<file path="config.mk">
export PLATFORM = sky130hd
export DESIGN_NAME = vps_unit
export DESIGN_NICKNAME = d
export VERILOG_FILES = /design/src/rtl/vps_pkg.sv /design/src/rtl/vps_decode.sv /design/src/rtl/vps_agu.sv /design/src/rtl/vps_lane.sv /design/src/rtl/vps_unit.sv
export SDC_FILE = /design/constraint.sdc
export NUM_CORES = 1
export LEC_CHECK = 0
export BUFFER_PORTS_ARGS = -buffer_cell sky130_fd_sc_hd__buf_2
export CORE_AREA = 2 2 200 202
export CTS_CLUSTER_SIZE = 24
export DETAILED_ROUTE_END_ITERATION = 16
export DIE_AREA = 0 0 202 204
export PLACE_DENSITY = 0.8
export SLEW_MARGIN = 20
export SYNTH_ARGS = -nofsm -noshare
export SYNTH_HDL_FRONTEND = slang
export SYNTH_SLANG_ARGS = --single-unit
</file>
<file path="constraint.sdc">
create_clock -name clk -period 5.52 [get_ports clk]
set_input_delay 1.104 -clock clk [delete_from_list [all_inputs] [get_ports clk]]
set_output_delay 1.104 -clock clk [all_outputs]
set_load 0.02 [all_outputs]
</file>
<file path="src/rtl/vps_pkg.sv">
package vps_pkg;
    localparam int unsigned ADDR_W    = 64;
    localparam int unsigned VEC_BYTES = 16;
    localparam int unsigned VEC_W     = VEC_BYTES * 8;
    localparam int unsigned OFF_W     = $clog2(VEC_BYTES);

    localparam logic [5:0] PRI_CLASSIC = 6'd31;
    localparam logic [5:0] PRI_EXT     = 6'd4;

    localparam logic [9:0] XC_LEFT     = 10'd647;
    localparam logic [9:0] XC_LEFT_H   = 10'd903;
    localparam logic [9:0] XC_RIGHT    = 10'd679;
    localparam logic [9:0] XC_RIGHT_H  = 10'd935;

    localparam logic [6:0] XE_LEFT     = 7'd80;
    localparam logic [6:0] XE_LEFT_H   = 7'd112;
    localparam logic [6:0] XE_RIGHT    = 7'd84;
    localparam logic [6:0] XE_RIGHT_H  = 7'd116;

    typedef enum logic [1:0] {
        OP_NONE  = 2'd0,
        OP_LEFT  = 2'd1,
        OP_RIGHT = 2'd2
    } op_kind_e;

    typedef enum logic [1:0] {
        ST_IDLE  = 2'd0,
        ST_ISSUE = 2'd1,
        ST_DONE  = 2'd2
    } state_e;
endpackage

</file>
<file path="src/rtl/vps_decode.sv">
module vps_decode
    import vps_pkg::*;
(
    input  logic [31:0] instr_i,
    output op_kind_e    kind_o,
    output logic [6:0]  vr_idx_o,
    output logic [4:0]  ra_idx_o,
    output logic [4:0]  rb_idx_o
);
    logic [5:0] primary;
    logic [9:0] xo_classic;
    logic [6:0] xo_ext;
    logic       rc_bit;
    logic       is_classic;
    logic       is_ext;
    op_kind_e   kind_classic;
    op_kind_e   kind_ext;

    assign primary    = instr_i[31:26];
    assign xo_classic = instr_i[10:1];
    assign xo_ext     = instr_i[10:4];
    assign rc_bit     = instr_i[0];
    assign is_classic = (primary == PRI_CLASSIC) && !rc_bit;
    assign is_ext     = (primary == PRI_EXT);

    always_comb begin
        unique case (xo_classic)
            XC_LEFT, XC_LEFT_H:   kind_classic = OP_LEFT;
            XC_RIGHT, XC_RIGHT_H: kind_classic = OP_RIGHT;
            default:              kind_classic = OP_NONE;
        endcase
    end

    always_comb begin
        unique case (xo_ext)
            XE_LEFT, XE_LEFT_H:   kind_ext = OP_LEFT;
            XE_RIGHT, XE_RIGHT_H: kind_ext = OP_RIGHT;
            default:              kind_ext = OP_NONE;
        endcase
    end

    always_comb begin
        kind_o   = OP_NONE;
        vr_idx_o = {2'b00, instr_i[25:21]};
        if (is_classic) begin
            kind_o = kind_classic;
        end else if (is_ext) begin
            kind_o   = kind_ext;
            vr_idx_o = {instr_i[3:2], instr_i[25:21]};
        end
    end

    assign ra_idx_o = instr_i[20:16];
    assign rb_idx_o = instr_i[15:11];
endmodule

</file>
<file path="src/rtl/vps_agu.sv">
module vps_agu
    import vps_pkg::*;
(
    input  logic [4:0]        ra_idx_i,
    input  logic [ADDR_W-1:0] ra_val_i,
    input  logic [ADDR_W-1:0] rb_val_i,
    output logic [ADDR_W-1:0] ea_o
);
    logic [ADDR_W-1:0] base;

    assign base = (ra_idx_i == 5'd0) ? '0 : ra_val_i;
    assign ea_o = base + rb_val_i;
endmodule

</file>
<file path="src/rtl/vps_lane.sv">
module vps_lane
    import vps_pkg::*;
(
    input  op_kind_e         kind_i,
    input  logic [OFF_W-1:0] off_i,
    input  logic [VEC_W-1:0] vec_i,
    output logic [VEC_BYTES-1:0] be_o,
    output logic [VEC_W-1:0] data_o
);
    genvar gi;
    generate
        for (gi = 0; gi < VEC_BYTES; gi++) begin : g_byte
            logic [OFF_W-1:0] src;
            logic             at_or_above;
            assign src         = OFF_W'(gi) - off_i;
            assign at_or_above = (OFF_W'(gi) >= off_i);
            assign data_o[VEC_W-1-8*gi -: 8] = vec_i[VEC_W-1-8*src -: 8];
            always_comb begin
                unique case (kind_i)
                    OP_LEFT:  be_o[gi] = at_or_above;
                    OP_RIGHT: be_o[gi] = !at_or_above;
                    default:  be_o[gi] = 1'b0;
                endcase
            end
        end
    endgenerate
endmodule

</file>
<file path="src/rtl/vps_unit.sv">
module vps_unit
    import vps_pkg::*;
(
    input  logic          clk,
    input  logic          rst_n,
    input  logic          start_i,
    input  logic [31:0]   instr_i,
    input  logic [63:0]   ra_val_i,
    input  logic [63:0]   rb_val_i,
    input  logic [127:0]  vr_data_i,
    output logic [4:0]    gpr_a_idx_o,
    output logic [4:0]    gpr_b_idx_o,
    output logic [6:0]    vr_idx_o,
    output logic          wr_req_o,
    output logic [63:0]   wr_addr_o,
    output logic [15:0]   wr_be_o,
    output logic [127:0]  wr_data_o,
    input  logic          wr_ack_i,
    output logic          done_o,
    output logic          illegal_o
);
    op_kind_e          dec_kind;
    logic [ADDR_W-1:0] ea;

    state_e            state_q, state_d;
    op_kind_e          kind_q;
    logic [ADDR_W-1:0] ea_q;
    logic [VEC_W-1:0]  vec_q;
    logic              needs_write;

    vps_decode u_dec (
        .instr_i  (instr_i),
        .kind_o   (dec_kind),
        .vr_idx_o (vr_idx_o),
        .ra_idx_o (gpr_a_idx_o),
        .rb_idx_o (gpr_b_idx_o)
    );

    vps_agu u_agu (
        .ra_idx_i (gpr_a_idx_o),
        .ra_val_i (ra_val_i),
        .rb_val_i (rb_val_i),
        .ea_o     (ea)
    );

    vps_lane u_lane (
        .kind_i (kind_q),
        .off_i  (ea_q[OFF_W-1:0]),
        .vec_i  (vec_q),
        .be_o   (wr_be_o),
        .data_o (wr_data_o)
    );

    assign needs_write = (dec_kind == OP_LEFT) ||
                         ((dec_kind == OP_RIGHT) && (ea[OFF_W-1:0] != '0));

    always_comb begin
        state_d = state_q;
        unique case (state_q)
            ST_IDLE:  if (start_i) state_d = needs_write ? ST_ISSUE : ST_DONE;
            ST_ISSUE: if (wr_ack_i) state_d = ST_DONE;
            ST_DONE:  state_d = ST_IDLE;
            default:  state_d = ST_IDLE;
        endcase
    end

    always_ff @(posedge clk or negedge rst_n) begin
        if (!rst_n) begin
            state_q <= ST_IDLE;
            kind_q  <= OP_NONE;
            ea_q    <= '0;
            vec_q   <= '0;
        end else begin
            state_q <= state_d;
            if (state_q == ST_IDLE && start_i) begin
                kind_q <= dec_kind;
                ea_q   <= ea;
                vec_q  <= vr_data_i;
            end
        end
    end

    always_comb begin
        wr_req_o  = 1'b0;
        done_o    = 1'b0;
        illegal_o = 1'b0;
        unique case (state_q)
            ST_IDLE:  ;
            ST_ISSUE: wr_req_o = 1'b1;
            ST_DONE: begin
                done_o    = 1'b1;
                illegal_o = (kind_q == OP_NONE);
            end
            default:  ;
        endcase
    end

    assign wr_addr_o = {ea_q[ADDR_W-1:OFF_W], {OFF_W{1'b0}}};

    AST_REQ_HOLD: assert property (@(posedge clk) disable iff (!rst_n)
        wr_req_o && !wr_ack_i |=> wr_req_o && $stable(wr_addr_o) && $stable(wr_be_o) && $stable(wr_data_o));
    AST_DONE_AFTER_ACK: assert property (@(posedge clk) disable iff (!rst_n)
        wr_req_o && wr_ack_i |=> done_o && !wr_req_o);
    AST_DONE_PULSE: assert property (@(posedge clk) disable iff (!rst_n)
        done_o |=> !done_o && !wr_req_o);
    AST_MASK_LEFT: assert property (@(posedge clk) disable iff (!rst_n)
        wr_req_o && kind_q == OP_LEFT |-> $countones(wr_be_o) == 32'(VEC_BYTES) - 32'(ea_q[OFF_W-1:0]));
    AST_MASK_RIGHT: assert property (@(posedge clk) disable iff (!rst_n)
        wr_req_o && kind_q == OP_RIGHT |-> $countones(wr_be_o) == 32'(ea_q[OFF_W-1:0]) && wr_be_o[0]);
    AST_NO_ILLEGAL_WRITE: assert property (@(posedge clk) disable iff (!rst_n)
        wr_req_o |-> kind_q != OP_NONE && wr_be_o != '0);
endmodule

</file>
==> metrics.md <==
| Metric | Value |
|---|---|
| Core box area | 39180 µm² |
| Crit path required time | 4420 ps |
| I/O pin total | 520 |
| Max_cap viols | 0 |
| Netlist Area Pre-Place | 18530 µm² |
| Worst setup EP type | output port |
| Hold Crit Endpoint | ea_q[19] |
| Clock buffer depth | 2 |
| First-pass GRT wire length | 102800 µm |
| Syn Area/Cell | 9.506 µm² |
| Post-synth top flop | dfrtp_1 |
| Synth top cells by count | nand2_1 (516), dfrtp_1 (196), mux4_2 (192), mux2i_1 (142), a21oi_1 (90) |
| R2R setup slack | 3240 ps |
| Worst-Margin Slew | 1136 ps |
| Setup slack at placement | 60.09 ps |
| Worst-path clk slew | 80 ps |
| Dpl cell area | 21020 µm² |
| Fin crit share | 91.95% |
| Cell chosen for the clock root | clkbuf_16 |
| Most common cell in the netlist | nand2_1 |
| Worst Slack Setup Final | 444.1 ps |
| Wire per inst | 24.20 µm |
| Total gr overflow | 0 |
| Fin nets | 2666 |
| Initial antenna violation count | 17 |
| CP arrival | 3970 ps |
| Critical path's top delay family | multiplexers |
| P&R area growth vs syn | 17.12% |
| Design Area, Final | 21700 µm² |
| Post-synth ARST share | 100.0% |
| Gpl congestion | 1.032 |
| Seq cells post-synth | 196 |
| Final ANT Viol Nets | 0 |
| Drt pass-1 iters | 7 |
| DRT iter0 DRCs | 1618 |
| Sink Count | 196 |
| Synth warn | 0 |
| Top-area cell type share of the netlist area | 26.47% |
| Max-slew headroom | 23.89% |
| Critical Path Slowest Stage Cell | ha_4 |
| Peak supply drop | 234.7 µV |
| Die height | 204 µm |
| Vias per inst | 6.173 |
| Critical path, cell by cell | inv_1 -> ha_4 -> buf_4 -> mux4_2 -> mux2i_1 -> mux2i_1 -> buf_2 |
| Gates resized, CTS repair | 0 |
| Final wirelength | 68800 µm |
| Final TNS setup | 0 ps |
| Dpl hpwl | 53530 µm |
| Number of port buffers | 494 |
| Max Slew Vio Count | 0 |
| Final setup fails | 0 |
| Top cell by count, worst path | mux2i_1 |
| Leak pwr | 0.01067 µW |
| Power density over the cells | 430.4 nW/µm² |
| Overall die area | 41210 µm² |
| Share of layout cells above drive strength 1 | 34.33% |
| Status | finished, final reports clean |
| Worst Path Buf+Inv | 3 |
| Final Skew | 8.081 ps |
| Endpoints failing hold | 0 |
| Fmax | 197.0 MHz |
| Sequential-to-total area share from yosys stat | 26.47% |
| Largest area contributor in the netlist | dfrtp_1 |
| Total CTS buffers | 17 |
| GR Util All Layers | 33.19% |
| Vias | 17550 |
| Reg2reg end | vec_q[100] |
| FILL cells | 3402 |
| Cell variety after synth | 73 |
| Largest net degree at the start of global routing | 144 |
| Initial Utilization | 47.28% |
| Setup Fix Bufs, Post-CTS | 0 |
| Tmin final | 5076 ps |
| Worst hold margin | 481.9 ps |
| WHS Path Cells | 2 |
| Hold path startpoint | ea_q[19] |
| Row cnt | 73 |
| Post-Syn Instances | 1949 |
| CP Max Fanout | 45 |
| CTS tree | done |
| Hold_buf cts | 0 |
| Die Width | 202 µm |
| Startpoint Class | flip-flop |
| Crit path largest cell delay | 790 ps |
| Drt drc | 0 |
| Max H-tree Level | 4 |
| Main area contributors after synthesis | dfrtp_1 (26%), mux4_2 (23%), nand2_1 (10%) |
| Min-delay worst type | flip-flop to flip-flop |
| RSZ-0062 raised after global routing | false |
| Reg-to-Reg Start | state_q[0] |
| R2R cell count | 5 |
| Post-synth EDFFs | 0 |
| Vias in the first global route | 17120 |
| Critical path type | flip-flop to output port |
| Clk_lat worst skew | 470 ps |
-- metrics by stage --
stage | instances | total power (µW) | util, %
global route | 2836 | 9670 | 55.33
CTS | 2835 | 9238 | 55.31
floorplan | 1952 | 5913 | -
finish | 2843 | 9338 | 55.38
detailed placement | 2803 | 7826 | 53.65
global placement | 2803 | 7702 | 53.65
-- worst min-delay path, delay by kind of cell (launching register included) --
family	cells	cell delay, ps
AO/OA/AOI/OAI	1	60
flip-flops	1	340
AND/OR/NAND/NOR	1	50
-- final cells by class --
cell class / count / area (µm²) / area share (%)
multi-input combinational: 1518 / 12500 / 57.59
sequential: 196 / 4911 / 22.63
timing repair buffer: 536 / 2859 / 13.18
tap: 525 / 656.9 / 3.027
clock buffer: 17 / 425.4 / 1.961
clock inverter: 15 / 224.0 / 1.032
inverter: 28 / 105.1 / 0.4844
antenna: 8 / 20.02 / 0.09226
-- layer usage --
| metal | GRT usage (%) | part of all wire, % |
|---|---|---|
| met5 | 0 | 0.15 |
| met4 | 20.54 | 7.1 |
| met3 | 8.769 | 11 |
| met2 | 55.06 | 47 |
| met1 | 38.53 | 35 |
-- state kept, by name, summed over array words and instances (netlist names) --
register / cells
vec_q: 128
ea_q: 64
kind_q: 2
state_q: 2
-- kinds of logic (layout without fill, tap and decap cells) --
group / after synthesis / in the layout / synth area share, %
buf+inv: 238 / 596 / 6.659
compound gates: 311 / 311 / 10.62
simple gates: 727 / 727 / 16.89
flops: 196 / 196 / 26.47
xor+xnor: 64 / 64 / 3.026
other cells: 1 / 12 / 0.02024
fa+ha+maj: 77 / 77 / 5.241
mux: 335 / 335 / 31.07
-- power by group --
part / total (µW) / switching [µW] / internal [µW]
Sequential: 1950 / 277 / 1670
Combinational: 6000 / 3640 / 2360
Clock: 1400 / 724 / 671
Total: 9340 / 4640 / 4700
-- worst max-delay path by stage --
stage / cells after the start / slack [ps] / endpoint / start
final: 7 / 440 / wr_data_o[28] / ea_q[1]
after global routing: 7 / 300 / wr_data_o[28] / ea_q[1]
after CTS: 7 / 470 / wr_data_o[28] / ea_q[1]
after detailed placement: 18 / 60 / ea_q[58] / instr_i[16]
after global placement: 18 / 180 / ea_q[62] / instr_i[16]
after floorplan: 15 / 290 / ea_q[60] / instr_i[16]
-- cell usage in the layout, fill, tap and decap left out, types with 27 or more instances in the layout --
cell type	instances
xnor2_1	32
nand2_1	515
dfrtp_1	193
o21ai_0	87
buf_4	37
inv_1	27
ha_1	75
buf_2	493
a21oi_1	90
mux2i_1	142
mux4_2	192
nor2_1	50
nor2b_1	72
a21o_1	41
Power figures use the tool's default switching activity.
